[src/rtl/spi_regacc_pkg.sv]
package spi_regacc_pkg;
   localparam int unsigned BYTE_W = 8;
   typedef logic [BYTE_W-1:0] byte_t;

   // Header signature: byte position 0 returns 1, position 1 returns 2, ...
   function automatic byte_t sig_byte(input int unsigned pos);
      return byte_t'(pos + 1);
   endfunction
endpackage

[src/rtl/spi_regacc_sync.sv]
module spi_regacc_sync #(
   parameter int unsigned WIDTH     = 3,
   parameter int unsigned STAGES    = 2,
   parameter logic [WIDTH-1:0] RESET_VAL = '0
) (
   input  logic             clk,
   input  logic             rst_n,
   input  logic [WIDTH-1:0] d,
   output logic [WIDTH-1:0] q
);
   if (STAGES < 2) begin : g_bad_stages
      $error("spi_regacc_sync: STAGES must be at least 2");
   end

   logic [WIDTH-1:0] pipe [STAGES];

   always_ff @(posedge clk) begin
      if (!rst_n) begin
         for (int i = 0; i < int'(STAGES); i++) pipe[i] <= RESET_VAL;
      end else begin
         pipe[0] <= d;
         for (int i = 1; i < int'(STAGES); i++) pipe[i] <= pipe[i-1];
      end
   end

   assign q = pipe[STAGES-1];
endmodule

[src/rtl/spi_regacc_shifter.sv]
module spi_regacc_shifter
   import spi_regacc_pkg::*;
(
   input  logic  clk,
   input  logic  rst_n,
   input  logic  sclk_s,
   input  logic  csn_s,
   input  logic  mosi_s,
   input  byte_t next_tx,
   output logic  sel,
   output logic  byte_done,
   output byte_t rx_byte,
   output logic  miso
);
   localparam int unsigned BIT_W = $clog2(BYTE_W);
   localparam logic [BIT_W-1:0] LAST_BIT = BIT_W'(BYTE_W - 1);

   logic             sclk_q;
   logic             csn_q;
   logic [BIT_W-1:0] bit_cnt;
   byte_t            rx_sh;
   byte_t            tx_sh;
   logic             rise;
   logic             fall;
   logic             frame_start;

   assign sel         = !csn_s;
   assign rise        = sel && sclk_s && !sclk_q;
   assign fall        = sel && !sclk_s && sclk_q;
   assign frame_start = csn_q && !csn_s;

   always_ff @(posedge clk) begin
      if (!rst_n) begin
         sclk_q    <= 1'b0;
         csn_q     <= 1'b1;
         bit_cnt   <= '0;
         rx_sh     <= '0;
         tx_sh     <= '0;
         byte_done <= 1'b0;
         rx_byte   <= '0;
      end else begin
         sclk_q    <= sclk_s;
         csn_q     <= csn_s;
         byte_done <= 1'b0;
         if (!sel) begin
            bit_cnt <= '0;
            tx_sh   <= '0;
         end else if (frame_start) begin
            bit_cnt <= '0;
            tx_sh   <= next_tx;
         end else begin
            if (rise) begin
               rx_sh   <= {rx_sh[BYTE_W-2:0], mosi_s};
               bit_cnt <= bit_cnt + 1'b1;
               if (bit_cnt == LAST_BIT) begin
                  byte_done <= 1'b1;
                  rx_byte   <= {rx_sh[BYTE_W-2:0], mosi_s};
               end
            end
            if (fall) begin
               if (bit_cnt == '0) tx_sh <= next_tx;
               else               tx_sh <= {tx_sh[BYTE_W-2:0], 1'b0};
            end
         end
      end
   end

   assign miso = tx_sh[BYTE_W-1];

   p_bitcnt_idle_r8: assert property (@(posedge clk) disable iff (!rst_n)
      !sel |=> (bit_cnt == '0));
   p_miso_idle_r9: assert property (@(posedge clk) disable iff (!rst_n)
      !sel |=> !miso);
   p_full_byte_r8: assert property (@(posedge clk) disable iff (!rst_n)
      byte_done |-> ($past(bit_cnt) == LAST_BIT));
endmodule

[src/rtl/spi_regacc_ctrl.sv]
module spi_regacc_ctrl
   import spi_regacc_pkg::*;
#(
   parameter int unsigned ADDR_BYTES = 2,
   parameter int unsigned WR_BIT     = 2,
   parameter int unsigned IDX_W      = 4
) (
   input  logic             clk,
   input  logic             rst_n,
   input  logic             sel,
   input  logic             byte_done,
   input  byte_t            rx_byte,
   input  byte_t            rd_data,
   output byte_t            next_tx,
   output logic             wr_en,
   output byte_t            wr_data,
   output logic [IDX_W-1:0] idx
);
   localparam int unsigned AW    = BYTE_W * ADDR_BYTES;
   localparam int unsigned HDR   = ADDR_BYTES + 1;
   localparam int unsigned CNT_W = $clog2(HDR + 1);
   localparam logic [CNT_W-1:0] HDR_C  = CNT_W'(HDR);
   localparam logic [CNT_W-1:0] CTRL_C = CNT_W'(ADDR_BYTES);

   if (ADDR_BYTES < 1) begin : g_bad_addr
      $error("spi_regacc_ctrl: ADDR_BYTES must be at least 1");
   end
   if (WR_BIT >= BYTE_W) begin : g_bad_wrbit
      $error("spi_regacc_ctrl: WR_BIT must lie inside the control byte");
   end
   if (AW < IDX_W) begin : g_bad_idx
      $error("spi_regacc_ctrl: address narrower than register index");
   end

   logic [CNT_W-1:0] byte_idx;
   logic [AW-1:0]    addr_q;
   byte_t            ctrl_q;
   logic [AW-1:0]    addr_shifted;

   // Address bytes arrive high first; a single-byte address needs no shift.
   if (ADDR_BYTES == 1) begin : g_addr_one
      assign addr_shifted = rx_byte;
   end else begin : g_addr_multi
      assign addr_shifted = {addr_q[AW-BYTE_W-1:0], rx_byte};
   end

   always_ff @(posedge clk) begin
      if (!rst_n) begin
         byte_idx <= '0;
         addr_q   <= '0;
         ctrl_q   <= '0;
      end else if (!sel) begin
         byte_idx <= '0;
      end else if (byte_done) begin
         if (byte_idx < CTRL_C) addr_q <= addr_shifted;
         if (byte_idx == CTRL_C) ctrl_q <= rx_byte;
         if (byte_idx == HDR_C) addr_q <= addr_q + AW'(1);
         if (byte_idx < HDR_C) byte_idx <= byte_idx + 1'b1;
      end
   end

   always_comb begin
      if (byte_idx < HDR_C)    next_tx = sig_byte(32'(byte_idx));
      else if (ctrl_q[WR_BIT]) next_tx = '0;
      else                     next_tx = rd_data;
   end

   assign wr_en   = sel && byte_done && (byte_idx == HDR_C) && ctrl_q[WR_BIT];
   assign wr_data = rx_byte;
   assign idx     = addr_q[IDX_W-1:0];

   p_hdr_step_r1: assert property (@(posedge clk) disable iff (!rst_n)
      (sel && byte_done && byte_idx < HDR_C) |=> (byte_idx == $past(byte_idx) + 1'b1));
   p_addr_inc_r7: assert property (@(posedge clk) disable iff (!rst_n)
      (sel && byte_done && byte_idx == HDR_C) |=> (addr_q == $past(addr_q) + AW'(1)));
endmodule

[src/rtl/spi_regacc_regfile.sv]
module spi_regacc_regfile
   import spi_regacc_pkg::*;
#(
   parameter int unsigned DEPTH = 16,
   parameter int unsigned IDX_W = $clog2(DEPTH)
) (
   input  logic             clk,
   input  logic             rst_n,
   input  logic             wr_en,
   input  logic [IDX_W-1:0] idx,
   input  byte_t            wr_data,
   output byte_t            rd_data
);
   if (DEPTH < 2 || (DEPTH & (DEPTH - 1)) != 0) begin : g_bad_depth
      $error("spi_regacc_regfile: DEPTH must be a power of two of at least 2");
   end

   byte_t mem [DEPTH];

   always_ff @(posedge clk) begin
      if (!rst_n) begin
         for (int i = 0; i < int'(DEPTH); i++) mem[i] <= '0;
      end else if (wr_en) begin
         mem[idx] <= wr_data;
      end
   end

   assign rd_data = mem[idx];

   logic any_set;
   always_comb begin
      any_set = 1'b0;
      for (int i = 0; i < int'(DEPTH); i++) any_set = any_set | (|mem[i]);
   end

   p_rst_clear_r10: assert property (@(posedge clk) !rst_n |=> !any_set);
endmodule

[src/rtl/spi_regacc.sv]
module spi_regacc
   import spi_regacc_pkg::*;
#(
   parameter int unsigned ADDR_BYTES  = 2,
   parameter int unsigned REG_DEPTH   = 16,
   parameter int unsigned WR_BIT      = 2,
   parameter int unsigned SYNC_STAGES = 2
) (
   input  logic clk,
   input  logic rst_n,
   input  logic sclk,
   input  logic cs_n,
   input  logic mosi,
   output logic miso
);
   localparam int unsigned IDX_W = $clog2(REG_DEPTH);

   logic [2:0]       pins_s;
   logic             sel;
   logic             byte_done;
   byte_t            rx_byte;
   byte_t            next_tx;
   byte_t            rd_data;
   byte_t            wr_data;
   logic             wr_en;
   logic [IDX_W-1:0] idx;

   spi_regacc_sync #(
      .WIDTH(3), .STAGES(SYNC_STAGES), .RESET_VAL(3'b010)
   ) u_sync (
      .clk(clk), .rst_n(rst_n), .d({sclk, cs_n, mosi}), .q(pins_s)
   );

   spi_regacc_shifter u_shift (
      .clk(clk), .rst_n(rst_n),
      .sclk_s(pins_s[2]), .csn_s(pins_s[1]), .mosi_s(pins_s[0]),
      .next_tx(next_tx), .sel(sel), .byte_done(byte_done),
      .rx_byte(rx_byte), .miso(miso)
   );

   spi_regacc_ctrl #(
      .ADDR_BYTES(ADDR_BYTES), .WR_BIT(WR_BIT), .IDX_W(IDX_W)
   ) u_ctrl (
      .clk(clk), .rst_n(rst_n), .sel(sel), .byte_done(byte_done),
      .rx_byte(rx_byte), .rd_data(rd_data), .next_tx(next_tx),
      .wr_en(wr_en), .wr_data(wr_data), .idx(idx)
   );

   spi_regacc_regfile #(
      .DEPTH(REG_DEPTH), .IDX_W(IDX_W)
   ) u_regs (
      .clk(clk), .rst_n(rst_n), .wr_en(wr_en), .idx(idx),
      .wr_data(wr_data), .rd_data(rd_data)
   );
endmodule

[config.mk]
export PLATFORM = sky130hd
export DESIGN_NAME = spi_regacc
export DESIGN_NICKNAME = d
export VERILOG_FILES = /design/src/rtl/spi_regacc_pkg.sv /design/src/rtl/spi_regacc_sync.sv /design/src/rtl/spi_regacc_shifter.sv /design/src/rtl/spi_regacc_ctrl.sv /design/src/rtl/spi_regacc_regfile.sv /design/src/rtl/spi_regacc.sv
export SDC_FILE = /design/constraint.sdc
export NUM_CORES = 1
export LEC_CHECK = 0
export ABC_CLOCK_PERIOD_IN_PS = 2600
export CAP_MARGIN = 10
export CORE_MARGIN = 2
export CORE_UTILIZATION = 60
export DETAILED_ROUTE_END_ITERATION = 8
export DONT_BUFFER_PORTS = 1
export MAX_ROUTING_LAYER = met4
export PLACE_DENSITY = 0.81
export SETUP_SLACK_MARGIN = 0.05
export SYNTH_ARGS = -nofsm -noshare
export SYNTH_HDL_FRONTEND = slang
export SYNTH_SLANG_ARGS = --single-unit
[constraint.sdc]
create_clock -name clk -period 2.6 [get_ports clk]
set_input_delay 0.39 -clock clk [delete_from_list [all_inputs] [get_ports clk]]
set_output_delay 0.39 -clock clk [all_outputs]
set_load 0.01 [all_outputs]
==> flow_summary.yaml <==
cts:
  cts_num_sinks: 174
  cts_setup_buffers: 0
  htree_levels: 4
  cts_tree: "done"
  clkLatencyLatePin_ps: 420
  clkTransAtPathRegs_ps: 60
  cts_made_buffers: 17
  cts-root-buf: "clkbuf_16"
  clockBufferDepth: 2
power_and_ir_drop:
  p_per_area_mw_per_mm2: 642
  irDropWorstVdd_mv: 0.521
  total_power_mw: 5.68
  leakage_nw: 3.04
global_route:
  grtUsageTotal_pct: 27.6
  antenna_found_initial: 0
  use_met3_pct: 4.69
  grt_max_degree: 46
  grt_first_pass_wirelength_um: 28500
  gr-total-overflow: 0
  grtUsageMet2_pct: 44.3
  grt.busiest_layer: "met2"
  first_global_vias: 5274
  met1_usage_pct: 34.4
place:
  io_buffers: 0
  place_ws_ps: 325
  gp_congestion: 0.958
  dp_hpwl_um: 11800
layout:
  drive_above_1_share_pct: 16.5
  regArea_mm2: 0.00477
  insertedDiodeCount: 0
  nFillCells: 926
  multi_input_area_mm2: 0.00295
  area_growth_pct: 10.6
  fin_nets: 678
timing:
  post-route-min-period_ps: 2320
  setup_viol: 0
  max_freq_mhz: 431
  drv_slew: 0
  clock_skew_ps: 7.00
  setup-tns-final_ps: 0
  hold_viol_final: 0
  tightestPinTransition_ps: 835
  layout_setup_ws_ps: 278
  rsz0062_at_grt: "no"
  relSlewSlack_pct: 44.3
  whs_ps: 42.6
  fin_crit_sh_pct: 89.3
setup_path:
  crit_path_end_kind: "flip-flop"
  crit_start: "u_ctrl.byte_idx[0]"
  crit_arrival_ps: 2410
  reg2reg_slack_ps: 280
  path_class: "reg -> reg"
  r2r-end: "u_regs.mem[3][4]"
  critPathRequiredTime_ps: 2680
  crit_fanout: 11
  crit_path_end: "u_regs.mem[3][4]"
  reg2reg_from: "u_ctrl.byte_idx[0]"
  reg2reg_depth: 6
  start_kind: "flip-flop"
routing:
  drc: 0
  wl_per_cell_um: 20.9
  wl_um: 17800
  antenna_left: 0
  vias: 5184
  drtPass1Iterations: 5
  viasPerCell: 6.08
  drt_iter0_drc: 597
hold_path:
  hp-class: "in -> reg"
  min_path_cells: 1
synth:
  ys_top_cells_by_area: "edfxtp_1, dfxtp_1, and2_1"
  syn_nets: 661
  yosysSeqAreaShare_pct: 59.6
  synth_seq_cells: 174
  synth_cells: 647
  synth_area_leader_cell: "edfxtp_1"
  synth_area_mm2: 0.00800
  yosys-top-cells-count: "edfxtp_1, and2_1, dfxtp_1"
  avgSynthCellArea_um2: 12.4
  synth_enable_flop_cells: 128
  ys_types: 54
  synth_ff_type: "edfxtp_1"
  yosysMostFrequentCell: "edfxtp_1"
  synth_top_area_share_pct: 48.1
  synthArstFlopShare_pct: 0
  ys.warnings.count: 0
floorplanning:
  die_w_um: 119
  chipHeight_um: 119
  num_rows: 42
  dieArea_mm2: 0.0143
  io_pins: 6
  core_area_mm2: 0.0131
  start_util_pct: 60.9
flow_run:
  maxCapViolCount: 0
status:
  run_status: "finished, final reports clean"
[cells in the final DEF (no fill, tap or decap), types with 11 or more instances in the layout]
master and n:
nor2_1 18, buf_4 39, nor2b_1 18, dfxtp_1 45
nand2b_1 11, o21ai_0 22, mux2_2 20, o22ai_1 13
nand2_1 38, a21boi_0 15, and2_1 118, nor3_1 23
mux2i_1 24, edfxtp_1 128, a2111oi_0 11, clkbuf_16 19
nand3_1 11
[how the worst min path moves through the flow]
stage,startpoint,end
detailed placement,u_sync.pipe[0][1],u_sync.pipe[0][4]
CTS,rst_n,u_sync.pipe[0][1]
finish,rst_n,u_sync.pipe[0][1]
global route,rst_n,u_sync.pipe[0][1]
global placement,u_sync.pipe[0][1],u_sync.pipe[0][4]
floorplan,u_sync.pipe[0][1],u_sync.pipe[0][4]
[routing by layer]
layer / wire length [um] / vias up / part of all wire (%)
li1: - / 2375 / -
met1: 7310 / 2533 / 41
met2: 8780 / 223 / 49
met3: 1050 / 53 / 5.9
met4: 663 / 0 / 3.7
met5: 0 / - / 0
[logic make-up (layout without fill, tap and decap cells)]
group,after synthesis,after routing,synth area share [%]
buffers and inverters,50,80,3.52
xor gates and xnor gates,2,2,0.219
adders and majority gates,9,9,1.41
muxes,56,56,8.31
DFF,174,174,59.6
AOI/OAI and AO/OA,98,98,8.75
and+or+nand+nor,258,258,18.2
[flip-flops by register name (all words and copies together), names as in the netlist, named ones only]
signal,flops
u_ctrl.addr_q,4
u_ctrl.byte_idx,2
u_ctrl.ctrl_q,1
u_regs.mem,128
u_shift.bit_cnt,3
u_shift.byte_done,1
u_shift.csn_q,1
u_shift.rx_byte,8
u_shift.rx_sh,7
u_shift.sclk_q,1
u_shift.tx_sh,8
u_sync.pipe,6
[power breakdown]
part / internal [mW] / switching [mW] / leakage (nW)
Clock: 1.44 / 1.01 / 0.300
Combinational: 0.0580 / 0.0733 / 1.13
Sequential: 3.07 / 0.0350 / 1.61
[critical path, stage by stage (launching register included)]
cell and delay, ps:
dfxtp_1 380, ha_1 380, and3_1 230, and2_1 190, nand2_1 220, nor3_2 210
nand2b_1 370
[final cells by class]
| type | count | share of cell area, % |
|---|---|---|
| clock inverter | 8 | 0.537 |
| tap | 176 | 2.49 |
| multi-input combinational | 423 | 33.4 |
| sequential | 174 | 53.9 |
| inverter | 9 | 0.382 |
| clock buffer | 24 | 6.05 |
| timing repair buffer | 39 | 3.31 |
[stage by stage]
step / cell area (um^2) / cells / utilization [%]
after global routing: 8850 / 853 / 67.3
after floorplan: 8000 / 647 / -
after CTS: 8850 / 853 / 67.3
final: 8850 / 853 / 67.3
after global placement: 8260 / 821 / 62.9
after detailed placement: 8260 / 821 / 62.9
[what timing repair did]
item | CTS | global route
setup endpoints to repair | 0 | 1
gates resized for setup | 0 | 1
hold endpoints to repair | 0 | 0
hold buffers | 0 | 0
(Power assumes the default switching activity.)
